## src/rtl/lux_window_alarm.sv

```systemverilog
module lux_window_alarm #(
  parameter int DW = 16,
  parameter int TW = 8,
  parameter int MAX_RUN = 16
) (
  input  logic          clk,
  input  logic          rst_n,
  input  logic          core_en,
  input  logic          res_done,
  input  logic [DW-1:0] res_data,
  input  logic [TW-1:0] hi_thr,
  input  logic [TW-1:0] lo_thr,
  input  logic [1:0]    persist_sel,
  input  logic          clr_pulse,
  output logic          alarm_flag,
  output logic          int_pd_en
);
  localparam int CW = $clog2(MAX_RUN) + 1;
  localparam logic [CW-1:0] SAT = CW'(MAX_RUN);

  logic [DW-1:0] hi_edge, lo_edge;
  logic          miss, hit, trigger;
  logic [CW-1:0] run_cnt, run_inc, need;

  assign hi_edge = {hi_thr, {(DW-TW){1'b0}}};
  assign lo_edge = {lo_thr, {(DW-TW){1'b0}}};
  assign miss    = (res_data > hi_edge) || (res_data < lo_edge);
  assign hit     = res_done && core_en;
  assign run_inc = (run_cnt == SAT) ? SAT : run_cnt + 1'b1;

  always_comb begin
    case (persist_sel)
      2'd0:    need = CW'(1);
      2'd1:    need = CW'(4);
      2'd2:    need = CW'(8);
      default: need = CW'(MAX_RUN);
    endcase
  end

  assign trigger = hit && miss && (run_inc >= need);

  always_ff @(posedge clk or negedge rst_n) begin
    if (!rst_n)        run_cnt <= '0;
    else if (!core_en) run_cnt <= '0;
    else if (res_done) run_cnt <= miss ? run_inc : '0;
  end

  always_ff @(posedge clk or negedge rst_n) begin
    if (!rst_n)         alarm_flag <= 1'b0;
    else if (trigger)   alarm_flag <= 1'b1;
    else if (clr_pulse) alarm_flag <= 1'b0;
  end

  assign int_pd_en = alarm_flag;

  p_sat_r5: assert property (@(posedge clk) disable iff (!rst_n)
    run_cnt <= SAT);
  p_inwin_r4: assert property (@(posedge clk) disable iff (!rst_n)
    (hit && !miss) |=> (run_cnt == '0));
  p_off_r9: assert property (@(posedge clk) disable iff (!rst_n)
    !core_en |=> (run_cnt == '0));
  p_single_r3: assert property (@(posedge clk) disable iff (!rst_n)
    (hit && miss && persist_sel == 2'd0) |=> alarm_flag);
  p_clear_r6: assert property (@(posedge clk) disable iff (!rst_n)
    (clr_pulse && !res_done) |=> !alarm_flag);
  p_rise_r10: assert property (@(posedge clk) disable iff (!rst_n)
    $rose(alarm_flag) |-> $past(res_done && core_en));
  p_pin_r8: assert property (@(posedge clk) disable iff (!rst_n)
    $rose(alarm_flag) |-> int_pd_en);
endmodule

```

## config.mk

```make
export PLATFORM = sky130hd
export DESIGN_NAME = lux_window_alarm
export DESIGN_NICKNAME = d
export VERILOG_FILES = /design/src/rtl/lux_window_alarm.sv
export SDC_FILE = /design/constraint.sdc
export NUM_CORES = 1
export LEC_CHECK = 0
export BUFFER_PORTS_ARGS = -buffer_cell sky130_fd_sc_hd__buf_2
export CORE_ASPECT_RATIO = 1.1
export CORE_MARGIN = 1
export CORE_UTILIZATION = 43
export CTS_CLUSTER_DIAMETER = 50
export DETAILED_ROUTE_END_ITERATION = 12
export PLACE_DENSITY = 0.83
export SYNTH_ARGS = -nofsm -noshare
export SYNTH_HDL_FRONTEND = slang
export SYNTH_SLANG_ARGS = --single-unit
```

## constraint.sdc

```tcl
create_clock -name clk -period 3.9 [get_ports clk]
set_input_delay 0.39 -clock clk [delete_from_list [all_inputs] [get_ports clk]]
set_output_delay 0.39 -clock clk [all_outputs]
set_load 0.02 [all_outputs]
```

Word-level counts from Yosys, hierarchy flattened
Index checks and enable logic that the tools add are counted.

Add/subtract/negate cells: 1. Magnitude comparators: 3. Eq/ne operators: 4. Mux-type cells: 7. Reduce and logical (&&, ||, !) cells: 6.

Operators with widths (count): $mux W5 (4); $gt A16 B16 Y1 (1); $lt A16 B16 Y1 (1); $pmux W5 S3 (1); $add A5 B1 Y5 const B (1); $eq A5 B5 Y1 const B (1); $ge A5 B5 Y1 (1); $logic_and A1 B1 Y1 (3); $eq A2 B1 Y1 const B (1); $eq A2 B2 Y1 const B (1); $logic_not A2 Y1 (1); $mux W1 (2); $ne A2 B1 Y1 const B (1); $reduce_bool A2 Y1 (1); $logic_or A1 B1 Y1 (1).

Bits in registers: 6. Logic and storage cells: 23.

Logic depth before layout (Yosys ltp)
Depth after elaboration: 5. Mapped depth: 11.

Least setup slack after synthesis
No wires, ideal clock.

Path kind: register to register. From: reg run_cnt[0]. To: reg alarm_flag. Library setup time: 142 ps. Data arrival time: 1837 ps. Data required time: 3758 ps. Path slack: 1921 ps. Cell stages (with the launch flop): 11. Path through: dfrtp_1 > inv_1 > ha_1 > nand3b_1 > o21ai_1 > ha_1 > nor4b_1 > o21bai_1 > a21o_1 > a21oi_1 > o21ai_1.

Longest elaborated chain between the ends: 5. Elaborated cells on any way between the ends: 7. Those cells by class: add/sub (1); order compare (1); eq/ne (1); mux (2); reduce/logical (2).

Ends and longest elaborated chain: start: declaration (RTL line 23) `logic [CW-1:0] run_cnt, run_inc, need;`; start signal: assignment (RTL line 45) `else if (res_done) run_cnt <= miss ? run_inc : '0;`; $add A5 B1 Y5 or $eq A5 B5 Y1 (tied branches) (RTL line 29) `assign run_inc = (run_cnt == SAT) ? SAT : run_cnt + 1'b1;`; $mux W5 * (RTL line 29); $ge A5 B5 Y1 * (RTL line 40) `assign trigger = hit && miss && (run_inc >= need);`; $logic_and A1 B1 Y1 * (RTL line 40); $mux W1 or $reduce_bool A2 Y1 (tied branches); end signal: assignment (RTL line 49) `if (!rst_n) alarm_flag <= 1'b0;`; end signal: assignment (RTL line 50) `else if (trigger) alarm_flag <= 1'b1;`; end signal: assignment (RTL line 51) `else if (clr_pulse) alarm_flag <= 1'b0;`; end: declaration (RTL line 15) `output logic alarm_flag,`.

Mark *: on every way between the ends. The rest lies on a longest branch, timed or not. A chain may end at the register's enable or synchronous reset.

Worst setup path in the final report
Ends and elaborated chain as after synthesis.

==> metrics.md <==
| Metric | Value |
|---|---|
| Post-placement worst setup slack | 1620 ps |
| Critical-path top delay cell | dfrtp_1 |
| Post-CTS setup buffer count | 0 |
| Delay-heaviest family, CP | compound AO/OA/AOI/OAI gates |
| Ys Warns | 0 |
| Async S/R FF share, synth | 100% |
| Vias in the first global route | 924 |
| Inserted Diodes | 0 |
| Vias per cell | 5.41 |
| Final setup violating endpoints | 0 |
| Hold crit path type | in -> reg |
| Crit path buffers/inverters | 1 |
| Gr usage total | 22.6% |
| RSZ-0062 raised after global routing | false |
| Skew-Pair Late Insertion Delay | 250 ps |
| Fmax | 428 MHz |
| Post-CTS Hold Fix Bufs | 1 |
| CORE AREA | 1840 sq um |
| CTS tree | built |
| Run status | completed |
| VDD IR max | 0.115 mV |
| Minimum clock period after layout | 2340 ps |
| Final cell count without fillers | 176 |
| Post-synthesis sequential area ratio | 17.1% |
| Largest net degree at the start of global routing | 7 |
| #FFs+latches synth | 6 |
| I/O pin count | 41 |
| Initial antenna violation count | 0 |
| Worst-path clk slew | 50 ps |
| Top-count cell post-synth | ha_1 |
| CTS Buf Count | 3 |
| FP Rows | 16 |
| Fin. max-slew vios | 0 |
| Peak fanout along the critical path | 4 |
| Clk_skew | 2.04 ps |
| Post-synth top area cell | ha_1 |
| CP max stage delay | 410 ps |
| Fin crit share | 59.9% |
| Post-DP HPWL | 1900 um |
| Top cells by area, synth | ha_1, dfrtp_1, inv_1 |
| Worst setup margin | 1560 ps |
| R2r setup slk | 1560 ps |
| Drt pass-1 iters | 4 |
| H-tree Lvls | 1 |
| Syn_area_per_cell | 8.27 sq um |
| Placed cells | 172 |
| Main flop type after synthesis | dfrtp_1 |
| Synth unique cells | 29 |
| Synth Cell Area | 877 sq um |
| Nets@finish | 211 |
| Worst Path Arrival | 2440 ps |
| Initial Util | 47.6% |
| Grt ovf | 0 |
| Synth top cells by count | ha_1, inv_1, dfrtp_1, a22oi_1, nand4_1 |
| Die area | 2220 sq um |
| Via count | 952 |
| Critical Path End Type | register |
| DIE WIDTH | 45.1 um |
| Root Driver | clkbuf_4 |
| Leakage power | 0.617 nW |
| Max-Cap Viols | 0 |
| Die H | 49.4 um |
| Antenna viol nets, final | 0 |
| Setup crit start kind | register |
| Slew @ Worst Pin | 802 ps |
| Routability Congestion | 0.869 |
| Final count of hold timing violations | 0 |
| Syn Inst Count | 106 |
| Post-synth EDFFs | 0 |
| Relative slew slack | 46.5% |
| Cells along the critical path | inv_1 -> ha_1 -> nand3b_1 -> o21ai_1 -> ha_1 -> nor4b_1 -> o21bai_1 -> a21o_1 -> a21oi_1 -> o21ai_1 |
| Port buffer count | 40 |
| Drc violations | 0 |
| Crit Path Class | reg -> reg |
| Area Overhead vs Synth | 29.5% |
| Pwr/cell area | 202 nW/um^2 |
| Post-CTS sizing | 0 |
| Deepest clock path buffer count | 2 |
| First-pass GRT wire length | 3680 um |
| Clock Sinks | 6 |
| Worst path required time | 4010 ps |
| Ratio of cells with drive above 1 in the final layout | 30.9% |
| Routed WL | 2180 um |
| Yosys top cell area share | 30.0% |
| Final setup TNS | 0 ps |
| Avg WL per Cell | 12.4 um |
| Initial drt markers | 18 |
| Synthesized Nets | 166 |
## per-stage QoR
stage	util [%]	hold WS [ps]	instance area, sq um	total power [mW]
final	61.7	440	1140	0.229
after global routing	61.7	468	1140	0.249
after CTS	61.7	437	1140	0.231
after detailed placement	59.9	220	1100	0.169
after global placement	59.9	218	1100	0.162
after floorplan	-	94.4	877	0.129
## area by class of cell
type                       count  area [sq um]
clock buffer                   3          22.5
fill                         183           706
multi-input combinational     80           648
sequential                     6           150
tap                           27          33.8
inverter                      19          71.3
timing repair buffer          41           210
## final timing paths
kind / cells after the start / to / startpoint
hold / removal: 3 / run_cnt[3] / core_en
setup reg to reg: 10 / alarm_flag / run_cnt[0]
hold reg to reg: 2 / run_cnt[3] / run_cnt[3]
setup / recovery: 10 / alarm_flag / run_cnt[0]
max in group asynchronous: 2 / run_cnt[4] / rst_n
min in group asynchronous: 2 / run_cnt[2] / rst_n
## state kept, by name (all words and copies together), names as in the netlist
name	count
run_cnt	5
alarm_flag	1
## cell usage in the layout (no fill, tap or decap), drive strengths merged, types with 2 or more instances in the layout
| cell type | count |
|---|---|
| dfrtp | 6 |
| inv | 19 |
| o21ai | 8 |
| ha | 21 |
| xnor2 | 2 |
| a22oi | 5 |
| or4 | 3 |
| nor2 | 2 |
| o31ai | 2 |
| nand2b | 2 |
| a21oi | 4 |
| clkbuf | 3 |
| buf | 40 |
| nand2 | 4 |
| a21o | 2 |
| a211oi | 2 |
| nand4 | 5 |
| or2b | 2 |
| nand3 | 5 |
| nor2b | 4 |
## worst min-delay path, stage by stage
cell,delay [ps]
buf_2,130
nand4_1,60
o21ai_0,60
## power breakdown
part	leakage (nW)	switching, mW	total, mW	internal, mW
combinational	0.521	0.0524	0.0977	0.0453
clock	0.0138	0.0249	0.0598	0.0350
sequential	0.0817	0.00457	0.0715	0.0670
total	0.617	0.0818	0.229	0.147
## logic make-up (layout without fill, tap and decap cells)
kind of cell	count (synthesis)	after routing	share of synthesized area (%)
muxes	1	1	1.14
adders and majority gates	21	21	30.0
xor gates and xnor gates	2	2	2.00
buffers and inverters	20	63	8.99
and+or+nand+nor	30	30	21.8
DFF	6	6	17.1
AOI/OAI and AO/OA	26	26	19.0
## per-layer routing
layer	global-route usage (%)	vias up	part of all wire, %
li1	-	471	-
met1	22.7	432	39
met2	41.5	45	54
met3	5.56	4	5.5
met4	10.1	0	1.6
met5	0	-	0
(Power assumes the default switching activity.)
